**src/rtl/zrh_pkg.sv**
```systemverilog
package zrh_pkg;

  typedef enum logic [2:0] {
    S_IDLE = 3'd0,
    S_Z1   = 3'd1,
    S_Z2   = 3'd2,
    S_O1   = 3'd3,
    S_O2   = 3'd4,
    S_O3   = 3'd5,
    S_STOP = 3'd6
  } zrh_state_t;

  // Next state for a sampled bit, ignoring reset.
  function automatic zrh_state_t step_state(input zrh_state_t s, input logic xb);
    zrh_state_t n;
    case (s)
      S_IDLE:  n = xb ? S_O1 : S_Z1;
      S_Z1:    n = xb ? S_O1 : S_Z2;
      S_Z2:    n = xb ? S_O1 : S_Z2;
      S_O1:    n = xb ? S_O2 : S_Z1;
      S_O2:    n = xb ? S_O3 : S_Z1;
      S_O3:    n = xb ? S_STOP : S_Z1;
      S_STOP:  n = S_STOP;
      default: n = S_IDLE;
    endcase
    return n;
  endfunction

  // Mealy flag: a zero arriving with two zeros already behind it.
  function automatic logic zero_hit(input zrh_state_t s, input logic xb);
    return (s == S_Z2) && !xb;
  endfunction

  function automatic logic is_stopped(input zrh_state_t s);
    return s == S_STOP;
  endfunction

endpackage

```
**src/rtl/zrh_ctrl.sv**
```systemverilog
module zrh_ctrl
  import zrh_pkg::*;
(
  input  logic       clk,
  input  logic       reset_n,
  input  logic       x,
  output zrh_state_t state
);
  zrh_state_t state_nx;

  always_comb begin
    if (!reset_n) state_nx = S_IDLE;
    else          state_nx = step_state(state, x);
  end

  always_ff @(posedge clk) begin
    state <= state_nx;
  end
endmodule

```
**src/rtl/zrh_counter.sv**
```systemverilog
module zrh_counter #(
  parameter int W = 2
) (
  input  logic         clk,
  input  logic         reset_n,
  input  logic         inc,
  output logic [W-1:0] count
);
  localparam logic [W-1:0] ONE = 1;

  function automatic logic [W-1:0] bump(input logic [W-1:0] c);
    return c + ONE;
  endfunction

  always_ff @(posedge clk) begin
    if (!reset_n)  count <= '0;
    else if (inc)  count <= bump(count);
  end
endmodule

```
**src/rtl/zrh_decode.sv**
```systemverilog
module zrh_decode
  import zrh_pkg::*;
(
  input  zrh_state_t state,
  input  logic       x,
  input  logic       reset_n,
  output logic       zeros,
  output logic       halt,
  output logic       cnt_en
);
  always_comb begin
    zeros  = zero_hit(state, x);
    halt   = is_stopped(state);
    cnt_en = reset_n && !is_stopped(state) && !x;
  end
endmodule

```
**src/rtl/zero_run_halt.sv**
```systemverilog
module zero_run_halt
  import zrh_pkg::*;
#(
  parameter int CNT_W = 2
) (
  input  logic             clk,
  input  logic             reset_n,
  input  logic             x,
  output logic             zeros,
  output logic             halt,
  output logic [CNT_W-1:0] zcount
);
  zrh_state_t state;
  logic       cnt_en;

  zrh_ctrl u_ctrl (
    .clk     (clk),
    .reset_n (reset_n),
    .x       (x),
    .state   (state)
  );

  zrh_decode u_dec (
    .state   (state),
    .x       (x),
    .reset_n (reset_n),
    .zeros   (zeros),
    .halt    (halt),
    .cnt_en  (cnt_en)
  );

  zrh_counter #(.W(CNT_W)) u_cnt (
    .clk     (clk),
    .reset_n (reset_n),
    .inc     (cnt_en),
    .count   (zcount)
  );
endmodule

```
**config.mk**
```make
export PLATFORM = sky130hd
export DESIGN_NAME = zero_run_halt
export DESIGN_NICKNAME = d
export VERILOG_FILES = /design/src/rtl/zrh_pkg.sv /design/src/rtl/zrh_ctrl.sv /design/src/rtl/zrh_counter.sv /design/src/rtl/zrh_decode.sv /design/src/rtl/zero_run_halt.sv
export SDC_FILE = /design/constraint.sdc
export NUM_CORES = 1
export LEC_CHECK = 0
export BUFFER_PORTS_ARGS = -buffer_cell sky130_fd_sc_hd__buf_2
export CORE_AREA = 2 2 39 41
export CTS_CLUSTER_DIAMETER = 80
export DETAILED_ROUTE_END_ITERATION = 16
export DIE_AREA = 0 0 41 43
export PLACE_DENSITY_LB_ADDON = 0.05
export SLEW_MARGIN = 20
export SYNTH_ARGS = -nofsm -noshare
export SYNTH_HDL_FRONTEND = slang
export SYNTH_HIERARCHICAL = 1
export SYNTH_SLANG_ARGS = --single-unit
```
**constraint.sdc**
```tcl
create_clock -name clk -period 1.7 [get_ports clk]
set_clock_uncertainty 0.2 [all_clocks]
set_input_delay 0.17 -clock clk [delete_from_list [all_inputs] [get_ports clk]]
set_output_delay 0.17 -clock clk [all_outputs]
set_load 0.02 [all_outputs]
```
# Word level (Yosys, flattened, before mapping)
# Index checks and enable logic that the tools add are counted.
[classes]
add_sub_neg = 1
n_eq_ne = 6
n_mux = 6
n_reduce_logical = 7
[ops]
columns = ["cell", "n"]
rows = [
  ["3-bit case mux with 6 select lines", 1],
  ["3-bit equality test, second input constant", 3],
  ["3-bit 2-to-1 mux", 3],
  ["3-bit by 2-bit equality test with 1-bit output, second input constant", 2],
  ["3-bit by 1-bit equality test with 1-bit output, second input constant", 1],
  ["1-bit logical AND", 3],
  ["3-bit logical NOT", 1],
  ["2-bit by 1-bit adder with 2-bit output, second input constant", 1],
  ["1-bit logical NOT", 2],
  ["2-bit 2-to-1 mux", 1],
  ["2-bit OR reduction", 1],
  ["1-bit 2-to-1 mux", 1],
]
[totals]
reg_bits = 5
inputBits = 3
output_inout_bits = 4

# Longest topological paths before layout
[depth]
word_depth = 4
mapped_depth = 4

# Cells and area by module
# Netlist, hierarchy kept.
[by_module_without_submodules]
columns = ["mod", "instances", "cells_per_inst", "area_per_inst_um2", "seq_area_each_um2"]
rows = [
  ["zrh_ctrl", 1, 17, 158.9, 60.1],
  ["zrh_counter", 1, 8, 78.8, 40.0],
  ["zrh_decode", 1, 3, 30.0, 0.0],
]

# Worst setup path before layout
# No wires, ideal clock.
[synth_path]
path_kind = "reg-to-output"
startpoint = "reg u_ctrl.state[1]"
endpoint = "out zeros"
arrival_time_ns = 1.171
required_ns = 1.330
slack_ns = 0.159
path_stages_with_launch = 2
cell_sequence = "dfxtp_1 -> nor4b_1"
[synth_via]
elab_chain_cells = 2
[synth_lines]
columns = ["item", "line", "rtl"]
rows = [
  ["start: declaration", "zrh_ctrl.sv:7", "output zrh_state_t state"],
  ["start signal: assignment", "zrh_ctrl.sv:17", "state <= state_nx;"],
  ["3-bit by 2-bit equality test with 1-bit output", "zrh_pkg.sv:31", "return (s == S_Z2) && !xb;"],
  ["1-bit logical AND", "zrh_pkg.sv:31", ""],
  ["end: declaration", "zero_run_halt.sv:9", "output logic zeros,"],
]
# Every way passes these cells.

# Worst setup path after layout
# Same ends and word-level chain as after synthesis.

==> flow_summary.toml <==
[outcome]
status = "finished, final reports clean"

[place]
pre_cts_ws_ns = 0.269
portBuffers = 6
gp_congestion = 0.685

[synthesis]
yosysTopAreaCellShare_pct = 37.4
synth_area_leaders = "dfxtp_1 (37%), nor4b_1 (6.5%), a311oi_2 (5.6%)"
synth.avg_cell_area_sq_um = 9.56
synth_area_sq_um = 268
synth_seq_area_share_pct = 37.4
synth_area_leader_cell = "dfxtp_1"
ys_seq_elements = 5
yosys_warnings = 6
syn_nets = 31
synth_cell_types = 20
synthCells = 28

[drt]
routed_wl_microns = 761
drc = 0
drtIter0Drc = 7
firstDrtPassIters = 4
wl_per_cell_microns = 14.1
vias = 259
antenna_left = 0
via_per_inst = 4.80

[floorplan]
core_sq_mm = 0.00138
rows = 14
dieHeight_microns = 43
die_area_sq_mm = 0.00176
io_pins = 7
initial_core_util_pct = 19.3
die_x_microns = 41

[cts]
cts_buffers = 3
cts.path.max_buffers = 2
cts_tree = "done"
worstSkewPairLatency_ns = 0.24
cts_sinks = 5
path_clk_slew_ns = 0.05
cts.hold.buffers_added = 0
postCtsSetupRepairBufs = 0
cts.repair.resized = 0
htree_num_levels = 1
cts_root_buf = "clkbuf_4"

[sta]
grt_setup_unrepaired = "no"
hold_viol = 0
drv_slew = 0
finalCritPeriodShare_pct = 91.5
fmax_mhz = 643
tightest_slew_ns = 0.354
finalSetupTns_ns = 0
setup_viol = 0
max-slew-margin-rel_pct = 76.1
period_needed_ns = 1.56
setup_slack_ns = 0.144

[layout]
drive_gt1_share_pct = 31.6
layout_common_cells = "buf_2 (6), dfxtp_1 (5), clkbuf_4 (3), nand2_1 (3)"
final_common_cell = "buf_2"
nets = 42
synthToLayoutAreaGrowth_pct = 28.5
antenna_cells = 0

[worst_setup_path]
worstSetupStartpointType = "flop"
critPathArrivalTime_ns = 1.19
critPathKind = "flop to primary output"
r2r_cells = 4
endpoint_kind = "primary output"
critPathRequiredTime_ns = 1.33
path_max_fanout = 9

[pwr]
p_leak_nw = 0.156
vdd_drop_max_v = 0.000347
power.density_mw_per_mm2 = 1060

[worst_hold_path]
hp-class = "input pin to flop"
holdPathStages = 2

[job]
cap_violations = 0

[global_routing]
grt-ovfl-total = 0
grt_pass1_vias = 259
grt_max_degree = 10
grt.total_usage_pct = 10.3
antenna_found_initial = 0
grt_pass1_wl_microns = 1100
[stage by stage]
stage / area, sq um / utilization, % / instances / hold slack [ns] / total power, mW
4_1_cts: 344 / 24.9 / 54 / 0.0132 / 0.369
6_report: 344 / 24.9 / 54 / 0.0195 / 0.366
5_1_grt: 344 / 24.9 / 54 / 0.0330 / 0.382
3_5_place_dp: 318 / 23.0 / 50 / 0.273 / 0.219
3_3_place_gp: 318 / 23.0 / 50 / 0.253 / 0.217
2_1_floorplan: 268 / - / 28 / 0.0917 / 0.197
[kinds of logic (layout without fill, tap and decap cells)]
logic type | count (synthesis) | count (layout) | share of synthesized area, %
flip-flops | 5 | 5 | 37.4
multiplexers | 1 | 1 | 3.74
AO/OA/AOI/OAI | 6 | 6 | 17.8
buffers and inverters | 1 | 11 | 1.40
AND/OR/NAND/NOR | 14 | 14 | 36.5
XOR/XNOR | 1 | 1 | 3.27
[critical path, cell delays in order (launching register included)]
cell and delay (ns):
dfxtp_1 0.48, nor4b_1 0.25, buf_2 0.21
[layout make-up]
type                            count  area, sq um
Fill cell                         156         1040
Clock buffer                        4         26.3
Multi-Input combinational cell     22          164
Sequential cell                     5          100
Tap cell                           16         20.0
Inverter                            1         3.75
Timing Repair Buffer                6         30.0
[worst paths after layout]
path	start	to	slack, ns
worst max-delay path	u_ctrl/state[1]$_SDFF_PN0_	zeros	0.14
worst min-delay path	reset_n	u_ctrl/state[1]$_SDFF_PN0_	0.02
worst max register to register	u_ctrl/state[0]$_SDFF_PN0_	u_cnt/count[0]$_SDFFE_PN0P_	0.24
worst min register to register	u_cnt/count[1]$_SDFFE_PN0P_	u_cnt/count[1]$_SDFFE_PN0P_	0.29
[where the power goes]
| part | total [mW] | switching [mW] | internal [mW] |
|---|---|---|---|
| registers | 0.154 | 0.0229 | 0.131 |
| logic | 0.0671 | 0.0355 | 0.0316 |
| clock network | 0.145 | 0.0555 | 0.0892 |
| total | 0.366 | 0.114 | 0.252 |
[registers in the layout, summed over array words and instances, names as in the netlist]
name / flops
u_ctrl/state: 3
u_cnt/count: 2
[synth_stat cells]
cell / number
o311a_1: 1
and3b_1: 1
or2b_1: 1
and2b_1: 1
a21oi_1: 1
inv_1: 1
nor4b_1: 2
nor3_1: 1
dfxtp_1: 5
nand2_1: 3
a311oi_2: 1
nor3b_2: 1
and2_1: 1
nor2b_2: 1
xor2_1: 1
o21ai_1: 1
o21ai_0: 1
o211ai_1: 1
mux2i_1: 1
nand2b_1: 2
[per-layer routing]
layer / up-vias / share of wire, % / global-route usage (%)
met3: 2 / 6.2 / 3.14
met2: 9 / 50 / 16.6
met1: 124 / 43 / 9.32
met5: - / 0 / 0
met4: 0 / 0.53 / 10.0
li1: 124 / - / -
No activity file was read; power rests on OpenSTA's default activity.
